### config.mk
export PLATFORM = sky130hd
export DESIGN_NAME = branch_skip_npc
export DESIGN_NICKNAME = d
export VERILOG_FILES = /design/src/rtl/npc_pkg.sv /design/src/rtl/npc_decode.sv /design/src/rtl/npc_len_detect.sv /design/src/rtl/npc_target.sv /design/src/rtl/branch_skip_npc.sv
export SDC_FILE = /design/constraint.sdc
export NUM_CORES = 1
export LEC_CHECK = 0
export ABC_AREA = 1
export ABC_CLOCK_PERIOD_IN_PS = 3390
export CORE_MARGIN = 8
export CORE_UTILIZATION = 48
export CTS_CLUSTER_SIZE = 25
export DETAILED_ROUTE_END_ITERATION = 8
export PLACE_DENSITY = 0.86
export SLEW_MARGIN = 20
export SYNTH_ARGS = -nofsm -noshare
export SYNTH_HDL_FRONTEND = slang
export SYNTH_SLANG_ARGS = --single-unit
### constraint.sdc
create_clock -name clk -period 3.39 [get_ports clk]
set_input_delay 0.5085 -clock clk [delete_from_list [all_inputs] [get_ports clk]]
set_output_delay 0.5085 -clock clk [all_outputs]
set_load 0.02 [all_outputs]
### src/rtl/npc_pkg.sv
package npc_pkg;

    localparam int INSTR_W   = 16;
    localparam int BR_OFF_W  = 7;
    localparam int JMP_OFF_W = 12;
    localparam int FLAG_W    = 3;
    localparam int CYC_W     = 2;

    typedef enum logic [3:0] {
        OP_SEQ,
        OP_BR_ON_SET,
        OP_BR_ON_CLR,
        OP_REL_JUMP,
        OP_REL_CALL,
        OP_SKIP_EQ,
        OP_SKIP_RBIT_CLR,
        OP_SKIP_RBIT_SET,
        OP_SKIP_IO_CLR,
        OP_SKIP_IO_SET
    } op_kind_e;

    // mask / pattern pairs for the current instruction
    localparam logic [INSTR_W-1:0] M_BR    = 16'hFC00;
    localparam logic [INSTR_W-1:0] P_BRSET = 16'hF000;
    localparam logic [INSTR_W-1:0] P_BRCLR = 16'hF400;
    localparam logic [INSTR_W-1:0] M_REL   = 16'hF000;
    localparam logic [INSTR_W-1:0] P_JUMP  = 16'hC000;
    localparam logic [INSTR_W-1:0] P_CALL  = 16'hD000;
    localparam logic [INSTR_W-1:0] M_EQ    = 16'hFC00;
    localparam logic [INSTR_W-1:0] P_EQ    = 16'h1000;
    localparam logic [INSTR_W-1:0] M_RBIT  = 16'hFE08;
    localparam logic [INSTR_W-1:0] P_RCLR  = 16'hFC00;
    localparam logic [INSTR_W-1:0] P_RSET  = 16'hFE00;
    localparam logic [INSTR_W-1:0] M_IO    = 16'hFF00;
    localparam logic [INSTR_W-1:0] P_IOCLR = 16'h9900;
    localparam logic [INSTR_W-1:0] P_IOSET = 16'h9B00;

    // two-word instruction forms (following word)
    localparam int NUM_LONG = 4;
    localparam logic [NUM_LONG-1:0][INSTR_W-1:0] LONG_MASK = {
        16'hFE0F, 16'hFE0F, 16'hFE0E, 16'hFE0E
    };
    localparam logic [NUM_LONG-1:0][INSTR_W-1:0] LONG_PAT = {
        16'h9200, 16'h9000, 16'h940E, 16'h940C
    };

endpackage

### src/rtl/npc_decode.sv
module npc_decode
    import npc_pkg::*;
#(
    parameter int PC_W = 16
) (
    input  logic [INSTR_W-1:0] instr_i,
    output op_kind_e           kind_o,
    output logic [PC_W-1:0]    offset_o,
    output logic [FLAG_W-1:0]  flag_sel_o
);

    localparam int BR_EXT  = PC_W - BR_OFF_W;
    localparam int JMP_EXT = PC_W - JMP_OFF_W;

    function automatic logic hit(input logic [INSTR_W-1:0] w,
                                 input logic [INSTR_W-1:0] m,
                                 input logic [INSTR_W-1:0] p);
        return (w & m) == p;
    endfunction

    logic [PC_W-1:0] br_off, rel_off;

    always_comb begin
        br_off  = {{BR_EXT{instr_i[9]}}, instr_i[9:3]};
        rel_off = {{JMP_EXT{instr_i[11]}}, instr_i[11:0]};
        flag_sel_o = instr_i[FLAG_W-1:0];
        kind_o   = OP_SEQ;
        offset_o = '0;
        if (hit(instr_i, M_BR, P_BRSET)) begin
            kind_o   = OP_BR_ON_SET;
            offset_o = br_off;
        end else if (hit(instr_i, M_BR, P_BRCLR)) begin
            kind_o   = OP_BR_ON_CLR;
            offset_o = br_off;
        end else if (hit(instr_i, M_REL, P_JUMP)) begin
            kind_o   = OP_REL_JUMP;
            offset_o = rel_off;
        end else if (hit(instr_i, M_REL, P_CALL)) begin
            kind_o   = OP_REL_CALL;
            offset_o = rel_off;
        end else if (hit(instr_i, M_EQ, P_EQ)) begin
            kind_o = OP_SKIP_EQ;
        end else if (hit(instr_i, M_RBIT, P_RCLR)) begin
            kind_o = OP_SKIP_RBIT_CLR;
        end else if (hit(instr_i, M_RBIT, P_RSET)) begin
            kind_o = OP_SKIP_RBIT_SET;
        end else if (hit(instr_i, M_IO, P_IOCLR)) begin
            kind_o = OP_SKIP_IO_CLR;
        end else if (hit(instr_i, M_IO, P_IOSET)) begin
            kind_o = OP_SKIP_IO_SET;
        end
    end

endmodule

### src/rtl/npc_len_detect.sv
module npc_len_detect
    import npc_pkg::*;
(
    input  logic [INSTR_W-1:0] word_i,
    output logic               two_word_o
);

    logic [NUM_LONG-1:0] match;

    for (genvar g = 0; g < NUM_LONG; g++) begin : g_form
        assign match[g] = (word_i & LONG_MASK[g]) == LONG_PAT[g];
    end

    assign two_word_o = |match;

endmodule

### src/rtl/npc_target.sv
module npc_target #(
    parameter int PC_W = 16
) (
    input  logic [PC_W-1:0] pc_i,
    input  logic [PC_W-1:0] offset_i,
    input  logic            two_word_i,
    output logic [PC_W-1:0] seq_pc_o,
    output logic [PC_W-1:0] rel_pc_o,
    output logic [PC_W-1:0] skip_pc_o
);

    localparam logic [PC_W-1:0] ONE   = PC_W'(1);
    localparam logic [PC_W-1:0] SKIP1 = PC_W'(2);
    localparam logic [PC_W-1:0] SKIP2 = PC_W'(3);

    always_comb begin
        seq_pc_o  = pc_i + ONE;
        rel_pc_o  = seq_pc_o + offset_i;
        skip_pc_o = pc_i + (two_word_i ? SKIP2 : SKIP1);
    end

endmodule

### src/rtl/branch_skip_npc.sv
module branch_skip_npc
    import npc_pkg::*;
#(
    parameter int PC_W = 16
) (
    input  logic               clk,
    input  logic               rst_n,
    input  logic               in_valid,
    input  logic [PC_W-1:0]    pc_i,
    input  logic [INSTR_W-1:0] instr_i,
    input  logic [INSTR_W-1:0] follow_i,
    input  logic [7:0]         sreg_i,
    input  logic               reg_bit_i,
    input  logic               equal_i,
    input  logic               io_bit_i,
    output logic               out_valid,
    output logic [PC_W-1:0]    next_pc,
    output logic               taken,
    output logic [CYC_W-1:0]   cycles
);

    typedef struct packed {
        logic              valid;
        logic [PC_W-1:0]   pc;
        logic              taken;
        logic [CYC_W-1:0]  cycles;
    } npc_state_t;

    op_kind_e          kind;
    logic [PC_W-1:0]   offset;
    logic [FLAG_W-1:0] flag_sel;
    logic              follow_long;
    logic [PC_W-1:0]   seq_pc, rel_pc, skip_pc;
    logic              is_skip, skip_hit, br_hit;

    npc_state_t st_d, st_q;

    npc_decode #(.PC_W(PC_W)) u_dec (
        .instr_i    (instr_i),
        .kind_o     (kind),
        .offset_o   (offset),
        .flag_sel_o (flag_sel)
    );

    npc_len_detect u_len (
        .word_i     (follow_i),
        .two_word_o (follow_long)
    );

    npc_target #(.PC_W(PC_W)) u_tgt (
        .pc_i       (pc_i),
        .offset_i   (offset),
        .two_word_i (follow_long),
        .seq_pc_o   (seq_pc),
        .rel_pc_o   (rel_pc),
        .skip_pc_o  (skip_pc)
    );

    always_comb begin
        br_hit   = 1'b0;
        is_skip  = 1'b0;
        skip_hit = 1'b0;
        unique case (kind)
            OP_BR_ON_SET:     br_hit = sreg_i[flag_sel];
            OP_BR_ON_CLR:     br_hit = !sreg_i[flag_sel];
            OP_SKIP_EQ:       begin is_skip = 1'b1; skip_hit = equal_i;    end
            OP_SKIP_RBIT_CLR: begin is_skip = 1'b1; skip_hit = !reg_bit_i; end
            OP_SKIP_RBIT_SET: begin is_skip = 1'b1; skip_hit = reg_bit_i;  end
            OP_SKIP_IO_CLR:   begin is_skip = 1'b1; skip_hit = !io_bit_i;  end
            OP_SKIP_IO_SET:   begin is_skip = 1'b1; skip_hit = io_bit_i;   end
            default:          ;
        endcase
    end

    always_comb begin
        st_d       = st_q;
        st_d.valid = in_valid;
        if (in_valid) begin
            st_d.pc     = seq_pc;
            st_d.taken  = 1'b0;
            st_d.cycles = CYC_W'(1);
            if (kind == OP_REL_JUMP) begin
                st_d.pc     = rel_pc;
                st_d.taken  = 1'b1;
                st_d.cycles = CYC_W'(2);
            end else if (kind == OP_REL_CALL) begin
                st_d.pc     = rel_pc;
                st_d.taken  = 1'b1;
                st_d.cycles = CYC_W'(3);
            end else if (br_hit) begin
                st_d.pc     = rel_pc;
                st_d.taken  = 1'b1;
                st_d.cycles = CYC_W'(2);
            end else if (is_skip && skip_hit) begin
                st_d.pc     = skip_pc;
                st_d.taken  = 1'b1;
                st_d.cycles = follow_long ? CYC_W'(3) : CYC_W'(2);
            end
        end
    end

    always_ff @(posedge clk) begin
        if (!rst_n) begin
            st_q <= '0;
        end else begin
            st_q <= st_d;
        end
    end

    assign out_valid = st_q.valid;
    assign next_pc   = st_q.pc;
    assign taken     = st_q.taken;
    assign cycles    = st_q.cycles;

endmodule

==> run_results.csv, run 1 <==
group,metric,value,unit
cts,cts_buffers,3,
finish,final_area,3940,µm²
pwr,seq_power_share,29.3,%
pwr,peakVddDrop,0.187,mV
detailed_routing,drc,0,
grt,grt_usage,19.3,%
cts,cts_resized,0,
finish,layout_common_cells,"nand2_1, clkdlybuf4s50_1, nand3_1",
setup_path,required,3.57,ns
pwr,p_per_area,221,nW/µm²
cts,cts_setup_buffers,0,
cts,htree_levels,1,
cts,clk-insertion-delay-late,0.25,ns
timing,rsz0062_at_grt,"no",
timing,hold_viol,0,
setup_path,path_cells,"clkdlybuf4s50_1, ha_1, nand3_1, nor2_2, nand3_1, xor2_1, inv_1, ha_1, nand2_1, nor2_1, nand3_1, nand3_1, nand3_2, o21ai_0, nand2_1, nand3_1, nand2_1, a21oi_1",
logic_synthesis,synth-edff-count,0,
finish,num_antenna_cells,0,
pwr,p_int,0.540,mW
cts,cts_tree,"built",
timing,drv_slew,0,
place,finalWeightedCongestion,1.03,
floorplanning,rows,28,
timing,setup-violations-final,0,
pwr,swShare,37.9,%
finish,fillerInstances,536,
floorplanning,die_h,92.8,µm
logic_synthesis,yosys_warnings,0,
place,hpwl,7360,µm
detailed_routing,wirelength,8440,µm
timing,clock.fmax,318,MHz
setup_path,cp_slowest_cell,"clkdlybuf4s50_1",
detailed_routing,ant_nets,0,
finish,nNetsFinal,654,
detailed_routing,drt-initial-drc-count,200,
finish,layout_commonest_cell,"nand2_1",
pwr,p_switching,0.330,mW
cts,cts_hold_buffers,0,
logic_synthesis,syn-num-nets,549,
timing,max-slew-margin-rel,68.0,%
timing,fin_hold_ws,0.464,ns
floorplanning,io-pin-count,82,
worst_hold_path,holdPathStages,2,
timing,tightest_slew,0.477,ns
detailed_routing,wl_per_cell,13.0,µm
setup_path,crit_arrival,3.32,ns
grt,grt_max_degree,21,
logic_synthesis,seq_area_frac_synth,13.4,%
logic_synthesis,synth_cell_type_count,46,
grt,grt_pass1_wl,14300,µm
worst_hold_path,hp-class,"flop to flop",
detailed_routing,first_pass_iters,4,
setup_path,reg2reg_setup_slack,2.70,ns
setup_path,crit_fanout,4,
floorplanning,die_w,92.8,µm
timing,finalClockSkew,0,ns
finish,area_growth,39.4,%
cts,clk_pin_slew_worst_paths,0.06,ns
detailed_routing,via_count,3358,
setup_path,cp-end-kind,"flop",
pwr,clockPowerShare,17.6,%
detailed_routing,via_per_inst,5.19,
flow_run,max_cap_violations,0,
pwr,finalPower,0.870,mW
timing,setup_tns,0,ns
logic_synthesis,synth_seq_cells,19,
cts,cts_max_path_buffers,2,
setup_path,reg2regPathDepth,2,
timing,fin_crit_sh,92.7,%
pwr,pwr-share-comb,53.2,%
setup_path,crit-reg2reg-launch,"next_pc[0]$_SDFFE_PN0P_",
place,placement.cell_area,3880,µm²
logic_synthesis,async_flop_share,0,%
logic_synthesis,synthFlopType,"dfxtp_1",
logic_synthesis,synth_area,2830,µm²
logic_synthesis,avgSynthCellArea,6.04,µm²
setup_path,critical_path_class,"primary input to flop",
cts,cts-root-buf,"clkbuf_8",
status,status,"completed",
grt,grt_remaining_overflow,0,
setup_path,start_kind,"primary input",
floorplanning,die-area,8610,µm²
logic_synthesis,syn_inst,468,
grt,antenna_found_initial,0,
finish,layout-drive-gt1-share,12.2,%
setup_path,crit_top_cell,"nand3_1",
floorplanning,fp.coreArea,5820,µm²
floorplanning,initial_core_util,48.6,%
setup_path,slowest_delay,0.50,ns
place,port-buffer-count,76,
pwr,p_leak,1.89,nW
setup_path,startpoint,"pc_i[0]",
cts,cts_sinks,19,
setup_path,timing.rr.end,"next_pc[0]$_SDFFE_PN0P_",
timing,period_minus_slack,3.14,ns
setup_path,cp-endpoint,"next_pc[15]$_SDFFE_PN0P_",
finish,final_util,67.8,%
grt,grt_pass1_vias,3350,
## registers in the layout, indices dropped and copies added (netlist names)
register	flops
next_pc	16
cycles	1
out_valid	1
taken	1
## synth_stat cells, types with 4 or more instances
master	number	area (µm²)
nor2_1	31	116
xor2_1	28	245
nor3_1	7	35.0
buf_2	6	30.0
inv_1	49	184
nand2_1	125	469
ha_1	18	225
nand3b_1	4	30.0
o21ai_0	21	105
a21oi_1	32	160
dfxtp_1	19	380
o22ai_1	4	25.0
xnor2_1	9	78.8
nand2_2	4	25.0
nand3_1	52	260
nand4_1	9	56.3
inv_2	5	18.8
## logic make-up after synthesis
| logic type | Yosys count | synth area share, % |
|---|---|---|
| and+or+nand+nor | 247 | 40.3 |
| xor gates and xnor gates | 37 | 11.5 |
| DFF | 19 | 13.4 |
| adders and majority gates | 19 | 8.67 |
| buffers and inverters | 68 | 9.95 |
| AOI/OAI and AO/OA | 78 | 16.1 |
## worst min path at each step
stage / from / endpoint / slack (ns)
after global routing: next_pc[10]$_SDFFE_PN0P_ / next_pc[10]$_SDFFE_PN0P_ / 0.48
after CTS: next_pc[10]$_SDFFE_PN0P_ / next_pc[10]$_SDFFE_PN0P_ / 0.47
after global placement: next_pc[5]$_SDFFE_PN0P_ / next_pc[5]$_SDFFE_PN0P_ / 0.45
after floorplan: cycles[0]$_SDFFE_PN0P_ / cycles[0]$_SDFFE_PN0P_ / 0.55
final: next_pc[10]$_SDFFE_PN0P_ / next_pc[10]$_SDFFE_PN0P_ / 0.46
after detailed placement: next_pc[10]$_SDFFE_PN0P_ / next_pc[10]$_SDFFE_PN0P_ / 0.46
## layer usage
layer / global-route usage (%) / part of all wire, %
met2: 34.0 / 49
met4: 5.10 / 0.81
met3: 3.16 / 5.1
met5: 0 / 0
met1: 23.5 / 45
## critical path, delay by kind of cell
family,cells,cell delay [ns]
buffers and inverters,2,0.57
xor gates and xnor gates,1,0.13
adders and majority gates,2,0.52
and+or+nand+nor,11,1.31
AOI/OAI and AO/OA,2,0.28
## metrics by stage
| stage | setup slack, ns | cells |
|---|---|---|
| 2_1_floorplan | 0.475 | 468 |
| 4_1_cts | 0.170 | 647 |
| 3_5_place_dp | -0.0729 | 643 |
| 6_report | 0.249 | 647 |
| 3_3_place_gp | -0.0268 | 643 |
| 5_1_grt | 0.00323 | 647 |
## power by group through the flow
stage,Sequential [mW],Clock [mW],Combinational [mW]
after floorplan,0.284,0,0.236
after global placement,0.259,0,0.448
after detailed placement,0.260,0,0.457
after CTS,0.255,0.155,0.460
after global routing,0.257,0.165,0.512
final,0.255,0.153,0.463
## final cells by class
class	instances	area [µm²]	area share, %
clock inverter	1	5.00	0.127
inverter	56	213	5.39
clock buffer	3	41.3	1.05
multi-input combinational	381	2180	55.3
tap	75	93.8	2.38
timing repair buffer	112	1030	26.1
sequential	19	380	9.64
Power figures use the tool's default switching activity.
==> inputs of run 2 (changes only) <==
- ABC_CLOCK_PERIOD_IN_PS: 3390 -> unset
==> results of run 2 <==
The final DEF is identical to that of run 1; final timing and power are the same.
==> inputs of run 3 (changes only) <==
- CTS_CLUSTER_DIAMETER: unset -> 120
- CTS_CLUSTER_SIZE: 25 -> 8
==> results of run 3 <==
The final DEF is identical to that of run 1; final timing and power are the same.
